`src/rtl/erx_pkg.sv`:
```
// Package: bit positions and sizes shared by the early receive event logic.
// Assumes a 16-bit event/config word layout with early events at 15 and 11.
package erx_pkg;
    localparam int EVW      = 16;
    localparam int DEST_BIT = 15;
    localparam int B128_BIT = 11;
endpackage

```
`src/rtl/erx_bytecnt.sv`:
```
// Byte counter: counts received bytes of the current frame and saturates at
// MAX_LEN. It pulses hit_thr on the strobe that carries byte number THRESH.
// Assumes rx_sof marks the first cycle of a frame (a byte may come with it).
module erx_bytecnt #(
    parameter int MAX_LEN = 1518,
    parameter int THRESH  = 128
) (
    input  logic clk,
    input  logic rst_n,
    input  logic rx_sof,
    input  logic rx_byte,
    output logic hit_thr
);
    localparam int CW = $clog2(MAX_LEN + 1);
    localparam logic [CW-1:0] MAXV = CW'(MAX_LEN);
    localparam logic [CW-1:0] THRM1 = CW'(THRESH - 1);

    logic [CW-1:0] cnt_q;
    logic [CW-1:0] base;

    // Count origin: a new frame starts from zero.
    always_comb base = rx_sof ? '0 : cnt_q;

    // Threshold pulse on the byte that brings the count to THRESH.
    always_comb hit_thr = rx_byte && (base == THRM1);

    // Saturating byte counter.
    always_ff @(posedge clk) begin
        if (!rst_n)
            cnt_q <= '0;
        else if (rx_byte)
            cnt_q <= (base == MAXV) ? MAXV : base + 1'b1;
        else if (rx_sof)
            cnt_q <= '0;
    end

    a_r9_cnt_sat: assert property (@(posedge clk) disable iff (!rst_n)
        cnt_q <= MAXV);
    a_r3_single_hit: assert property (@(posedge clk) disable iff (!rst_n)
        hit_thr |=> !hit_thr);
endmodule

```
`src/rtl/erx_early.sv`:
```
// Early event bits: destination-address event and 128-byte event. Both clear
// on a host read; the 128-byte event also clears at end of frame and clears
// the destination event when it sets. A set always wins over a clear.
module erx_early (
    input  logic clk,
    input  logic rst_n,
    input  logic da_hit,
    input  logic hit_thr,
    input  logic rx_eof,
    input  logic host_rd,
    output logic dest_evt,
    output logic b128_evt
);
    logic dest_d, b128_d;

    // Next state for the destination event.
    always_comb begin
        dest_d = dest_evt;
        if (hit_thr)
            dest_d = 1'b0;
        else if (da_hit)
            dest_d = 1'b1;
        else if (host_rd)
            dest_d = 1'b0;
    end

    // Next state for the 128-byte event.
    always_comb begin
        b128_d = b128_evt;
        if (hit_thr)
            b128_d = 1'b1;
        else if (rx_eof || host_rd)
            b128_d = 1'b0;
    end

    // Event registers.
    always_ff @(posedge clk) begin
        if (!rst_n) begin
            dest_evt <= 1'b0;
            b128_evt <= 1'b0;
        end else begin
            dest_evt <= dest_d;
            b128_evt <= b128_d;
        end
    end

    a_r2_dest_set: assert property (@(posedge clk) disable iff (!rst_n)
        (da_hit && !hit_thr) |=> dest_evt);
    a_r4_dest_clr: assert property (@(posedge clk) disable iff (!rst_n)
        hit_thr |=> (b128_evt && !dest_evt));
    a_r5_b128_clr: assert property (@(posedge clk) disable iff (!rst_n)
        ((rx_eof || host_rd) && !hit_thr) |=> !b128_evt);
    a_r6_dest_rd: assert property (@(posedge clk) disable iff (!rst_n)
        (host_rd && !da_hit) |=> !dest_evt);
endmodule

```
`src/rtl/erx_frame.sv`:
```
// Sticky frame-received event: set at the end of an accepted frame and
// cleared only by a read of the receive event word; the set wins.
module erx_frame (
    input  logic clk,
    input  logic rst_n,
    input  logic rx_eof,
    input  logic rx_keep,
    input  logic rd,
    output logic ok_evt
);
    // Sticky event register.
    always_ff @(posedge clk) begin
        if (!rst_n)
            ok_evt <= 1'b0;
        else if (rx_eof && rx_keep)
            ok_evt <= 1'b1;
        else if (rd)
            ok_evt <= 1'b0;
    end

    a_r8_sticky: assert property (@(posedge clk) disable iff (!rst_n)
        (ok_evt && !rd) |=> ok_evt);
    a_r8_set: assert property (@(posedge clk) disable iff (!rst_n)
        (rx_eof && rx_keep) |=> ok_evt);
endmodule

```
`src/rtl/erx_early_irq.sv`:
```
// Top: early receive event interrupt logic. Wires the byte counter, the early
// event bits and the sticky frame event, and builds the level interrupt.
// Assumes the strobes are single-cycle and synchronous to clk.
module erx_early_irq #(
    parameter int MAX_LEN = 1518,
    parameter int THRESH  = 128
) (
    input  logic        clk,
    input  logic        rst_n,
    input  logic        rx_sof,
    input  logic        rx_byte,
    input  logic        da_hit,
    input  logic        rx_eof,
    input  logic        rx_keep,
    input  logic        bufevt_rd,
    input  logic        rxevt_rd,
    input  logic [15:0] bufcfg,
    input  logic        rxok_ie,
    output logic [15:0] bufevt,
    output logic        rxok_evt,
    output logic        irq
);
    import erx_pkg::*;

    logic hit_thr, dest_evt, b128_evt;

    erx_bytecnt #(.MAX_LEN(MAX_LEN), .THRESH(THRESH)) u_cnt (
        .clk(clk), .rst_n(rst_n), .rx_sof(rx_sof), .rx_byte(rx_byte),
        .hit_thr(hit_thr)
    );

    erx_early u_early (
        .clk(clk), .rst_n(rst_n), .da_hit(da_hit), .hit_thr(hit_thr),
        .rx_eof(rx_eof), .host_rd(bufevt_rd),
        .dest_evt(dest_evt), .b128_evt(b128_evt)
    );

    erx_frame u_frame (
        .clk(clk), .rst_n(rst_n), .rx_eof(rx_eof), .rx_keep(rx_keep),
        .rd(rxevt_rd), .ok_evt(rxok_evt)
    );

    // Place the early bits in the event word.
    always_comb begin
        bufevt = '0;
        bufevt[DEST_BIT] = dest_evt;
        bufevt[B128_BIT] = b128_evt;
    end

    // Level interrupt from every enabled event bit.
    always_comb irq = (|(bufevt & bufcfg)) | (rxok_evt & rxok_ie);

    a_r10_irq_low: assert property (@(posedge clk) disable iff (!rst_n)
        (!dest_evt && !b128_evt && !rxok_evt) |-> !irq);
    a_r1_spare_zero: assert property (@(posedge clk) disable iff (!rst_n)
        $countones(bufevt) <= 2);
endmodule

```
`config.mk`:
```
export PLATFORM = sky130hd
export DESIGN_NAME = erx_early_irq
export DESIGN_NICKNAME = d
export VERILOG_FILES = /design/src/rtl/erx_pkg.sv /design/src/rtl/erx_bytecnt.sv /design/src/rtl/erx_early.sv /design/src/rtl/erx_frame.sv /design/src/rtl/erx_early_irq.sv
export SDC_FILE = /design/constraint.sdc
export NUM_CORES = 1
export LEC_CHECK = 0
export CAP_MARGIN = 10
export CORE_MARGIN = 8
export CORE_UTILIZATION = 40
export CTS_CLUSTER_DIAMETER = 120
export CTS_CLUSTER_SIZE = 40
export DETAILED_ROUTE_END_ITERATION = 7
export PLACE_DENSITY_LB_ADDON = 0.12
export SLEW_MARGIN = 15
export SYNTH_ARGS = -nofsm -noshare
export SYNTH_HDL_FRONTEND = slang
export SYNTH_SLANG_ARGS = --single-unit
```
`constraint.sdc`:
```
create_clock -name clk -period 2.2 [get_ports clk]
set_input_delay 0.44 -clock clk [delete_from_list [all_inputs] [get_ports clk]]
set_output_delay 0.44 -clock clk [all_outputs]
set_load 0.005 [all_outputs]
```
**After elaboration in Yosys (flattened, before gate mapping)**

Index checks and enable logic that the tools add are counted.
Widths: inputs -> output; s select.

- $add $sub $neg: 1
- Equal/unequal tests: 2
- Mux-type cells: 9
- Bitwise operators: 4
- Reduce and logical (&&, ||, !) cells: 8

Operators with widths:

| kind | count |
|---|---|
| $mux 11 | 3 |
| $and 16x16->16 | 1 |
| $reduce_or 16->1 | 1 |
| $add 11x1->11 const B | 1 |
| $eq 11x11->1 const B | 1 |
| $eq 11x7->1 const B | 1 |
| $mux 1 | 6 |
| $reduce_bool 2->1 | 3 |
| $logic_and 1x1->1 | 2 |
| $reduce_or 2->1 | 1 |
| $and 1x1->1 | 1 |
| $logic_or 1x1->1 | 1 |
| $not 1->1 | 1 |
| $or 1x1->1 | 1 |

- Register bits: 14
- Input bits: 26
- Output and inout port bits: 18
- Logic and storage cells: 28

**Longest topological paths before layout**

- Depth after elaboration: 4
- Depth in mapped cells: 6
- Mapped depth without buffers: 5

**Cells and area by module**

A second synthesis with hierarchy kept.

- Cell total of the unflattened synthesis: 100
- Area, all modules: 905.9 um^2

By module, submodules not included:

| module | instances | cells an instance | area an instance (um^2) | seq. area each (um^2) |
|---|---|---|---|---|
| erx_bytecnt | 1 | 70 | 646.9 | 220.2 |
| erx_early_irq | 1 | 19 | 137.6 | 0.0 |
| erx_early | 1 | 7 | 80.1 | 40.0 |
| erx_frame | 1 | 4 | 41.3 | 20.0 |

**Worst setup path before layout**

No wires, ideal clock.

- Kind: input to register
- Start: input rx_sof
- End: register u_cnt.cnt_q[0]
- Setup time: 0.116 ns
- Data arrival time: 1.537 ns
- Required time: 2.084 ns
- Setup slack: 0.547 ns
- Stages on the path: 6
- Path buffers: 1
- Cell sequence: buf_6 > nor2b_1 > ha_1 > nand4bb_1 > or4_1 > and3_1

- Word-level cells in the longest chain between the ends: 4
- Elaborated cells on any way between the ends: 5
- Those cells by class: 1 x add/sub; 1 x eq/ne; 3 x mux

RTL lines:

| item | line | text |
|---|---|---|
| start, declared | erx_early_irq.sv:10 | `input logic rx_sof,` |
| $mux 11 (*) | n/a |  |
| $add 11x1->11 or $eq 11x11->1 (tied branches) | erx_bytecnt.sv:32 | `cnt_q <= (base == MAXV) ? MAXV : base + 1'b1;` |
| $mux 11 | erx_bytecnt.sv:32 |  |
| $mux 11 (*) | erx_bytecnt.sv:31 | `else if (rx_byte)` |
| end signal, assigned | erx_bytecnt.sv:32 |  |
| end, declared | erx_bytecnt.sv:18 | `logic [CW-1:0] cnt_q;` |

Every way passes the cells marked *; elsewhere a longest branch is shown, timed or not.
A chain may end at the register's enable or synchronous reset.

**Worst setup path in the final report**

- Start: input bufcfg[11]
- End: output irq

- Word-level cells in the longest chain between the ends: 3

RTL lines:

| item | line | text |
|---|---|---|
| start, declared | erx_early_irq.sv:17 | `input logic [15:0] bufcfg,` |
| $and 16x16->16 | erx_early_irq.sv:51 | `always_comb irq = (\|(bufevt & bufcfg)) \| (rxok_evt & rxok_ie);` |
| $reduce_or 16->1 | erx_early_irq.sv:51 |  |
| $or 1x1->1 | erx_early_irq.sv:51 |  |
| end, declared | erx_early_irq.sv:21 | `output logic irq` |

No other way between the ends.

==> impl_metrics.ini <==
[status]
run_status = completed

[floorplan]
rows = 17
core_area_sq_mm = 0.00213
ios = 44
dieArea_sq_mm = 0.00393
dieHeight_um = 62.7
die_w_um = 62.7
start_util_pct = 40.9

[worst_setup_path]
cp_top_family = buffers and inverters
cpPeakStageDelay_ns = 0.44
start_kind = input port
cp_data_arrival_time_ns = 1.65
crit_type = in -> out
cp_num_buf_inv = 3
endpoint_kind = output port
cp_max_fo = 1
crit_top_cell = clkdlybuf4s50_1
required_ns = 1.76
cp_cell_sequence = clkdlybuf4s50_1, a222oi_1, inv_1, clkdlybuf4s50_1
crit_slowest_cell = clkdlybuf4s50_1

[clock_tree]
clock-sinks = 14
path_clk_slew_ns = 0.07
cts_root_buf = clkbuf_4
clk_latency_ns = 0.27
cts_buffers = 3
htreeDepth = 1
cts_tree = built
cts_hold_buf = 0
ctsLongestPathBuffers = 2

[timing]
rsz0062_at_grt = false
slew_viol_final = 0
tns_ns = 0
fmax_mhz = 479
timing.final.crit_share_pct = 95.0
fin_skew_ns = 0.00509
setup_violations = 0
fin_crit_ns = 2.09
setup_ws_ns = 0.111
hold_viol = 0
worst_hold_slack_ns = 0.486

[yosys]
yosys-top-cells-area = dfxtp_1 (32%), buf_4 (14%), nand2b_1 (4.3%), or4_1 (3.4%), nor3_1 (2.9%)
synth_ff_type = dfxtp_1
yosys-top-cells-count = buf_4 (16), dfxtp_1 (14), nand2_1 (6), nand2b_1 (6), nor3_1 (5)
ys_seq_area_share_pct = 32.2
ys_warn_count = 0
postSynthCellCount = 99
synth_most_common_cell = buf_4
synth_edf_count = 0
avgSynthCellArea_sq_um = 8.80
ys_seq_elements = 14
yosysUniqueCellTypes = 33
yosys.area.top_type = dfxtp_1
yosysTopAreaCellShare_pct = 32.2
async_flop_share_pct = 0
synth.cell_area_sq_um = 871

[finish]
multi_input_area_sq_um = 489
syn_to_final_growth_pct = 17.4
layout-drive-gt1-share_pct = 10.3
final_area_sq_mm = 0.00102
fin_nets = 146
fillers = 220
post-route-util_pct = 48.1
instances_no_fill = 145
register_area_sq_um = 280
antenna_cells = 0

[detailed_routing]
drt_first_pass_iters = 5
route.met3.wl_um = 113
antenna_left = 0
m1WireLength_um = 838
routed-wl-met2_um = 894
via_count = 719
via_per_inst = 4.96
routed_wl_um = 1870
top_layer = met4
wl_per_cell_um = 12.9
drc = 0
drtIter0Drc = 15

[global_route]
grt_usage_pct = 9.50
grt_pass1_vias = 691
overflow = 0
grt_max_degree = 14
grt_pass1_wl_um = 3110
antenna_found_initial = 0

[place]
placedCellCount = 142
dp_slack_ns = 0.0533
dp_hpwl_um = 1470
place_area_sq_um = 1000
place_congestion = 0.850
io_buffers = 15

[pwr]
ir_drop_uv = 216
p_switching_uw = 104
comb_power_share_pct = 13.6
powerDensity_mw_per_mm2 = 452
p_seq_share_pct = 56.9
intPower_uw = 358
switching_share_pct = 22.5
finalPower_uw = 462
p_clk_share_pct = 29.4
p_leak_nw = 0.403

[run]
cap_violations = 0

[worst_hold_path]
hp-class = reg -> reg
## timing repair
action	in CTS	in global routing
buffers inserted	0	0
resized for setup	0	0
endpoints found under the setup margin	0	1
## cell families after synthesis
group / count (synthesis) / synth area share [%]
AOI/OAI and AO/OA: 18 / 13.8
xor gates and xnor gates: 1 / 1.01
adders and majority gates: 1 / 1.44
buffers and inverters: 20 / 17.2
DFF: 14 / 32.2
muxes: 2 / 2.30
other: 1 / 0.431
and+or+nand+nor: 42 / 31.6
## power groups by stage
stage	registers [mW]	logic [mW]	clock network [mW]
floorplan	0.268	0.0455	0
global placement	0.268	0.0614	0
detailed placement	0.269	0.0626	0
CTS	0.263	0.0629	0.143
global route	0.263	0.0707	0.157
finish	0.263	0.0630	0.136
## cell usage in the layout, fill, tap and decap left out
| cell | netlist | layout |
|---|---|---|
| nand2b_1 | 6 | 6 |
| nand4bb_1 | 1 | 1 |
| clkdlybuf4s50_1 | 0 | 15 |
| clkbuf_4 | 0 | 3 |
| dfxtp_1 | 14 | 14 |
| nor3_1 | 5 | 5 |
| o31a_1 | 2 | 2 |
| o21a_1 | 3 | 3 |
| ha_1 | 1 | 1 |
| inv_1 | 2 | 2 |
| nand3b_4 | 1 | 1 |
| nor4_1 | 4 | 4 |
| and4_2 | 1 | 1 |
| mux2i_1 | 2 | 2 |
| nand2_1 | 6 | 6 |
| and2b_1 | 1 | 1 |
| conb_1 | 1 | 14 |
| nor2b_1 | 2 | 2 |
| o21ai_0 | 4 | 4 |
| a21boi_0 | 1 | 1 |
| a21oi_1 | 4 | 4 |
| and3_1 | 1 | 1 |
| nor3b_1 | 2 | 2 |
| or4_1 | 4 | 4 |
| o31ai_1 | 2 | 2 |
| nand4_2 | 1 | 1 |
| or3_2 | 1 | 1 |
| and3b_1 | 1 | 1 |
| a21boi_1 | 1 | 1 |
| nand3_1 | 4 | 4 |
| nor2_1 | 1 | 1 |
| a222oi_1 | 1 | 1 |
| xnor2_1 | 1 | 1 |
| buf_4 | 16 | 5 |
## sequential cells by signal, indices dropped and copies added, names as in the netlist
name and count:
u_early.dest_evt 1, u_frame.ok_evt 1, u_early.b128_evt 1, u_cnt.cnt_q 11
## layer usage
metal,vias to the layer above,global-route usage (%)
met5,-,0
met4,0,4.84
met3,4,3.58
met2,25,16.2
met1,325,9.99
li1,365,-
## final timing paths
| check | from | to | slack (ns) | cells after the start |
|---|---|---|---|---|
| max | bufcfg[11] | irq | 0.11 | 4 |
| min | u_cnt.cnt_q[10] | u_cnt.cnt_q[10] | 0.49 | 2 |
| max reg2reg | u_cnt.cnt_q[1] | u_cnt.cnt_q[0] | 0.59 | 5 |
| min reg2reg | u_cnt.cnt_q[10] | u_cnt.cnt_q[10] | 0.49 | 2 |
## final cells by class
cell class	count	area share, %
flip-flops and latches	14	27.4
repair buffers	20	18.4
well taps	28	3.43
multi-input cells	78	47.9
clock buffers	3	2.20
inverters	2	0.734
## tightest hold or removal path, delay by kind of cell, from the launching register on
family / cells / cell delay [ns]
DFF: 1 / 0.33
and+or+nand+nor: 1 / 0.06
muxes: 1 / 0.05
Note: power is estimated with default switching activity, not from simulation.
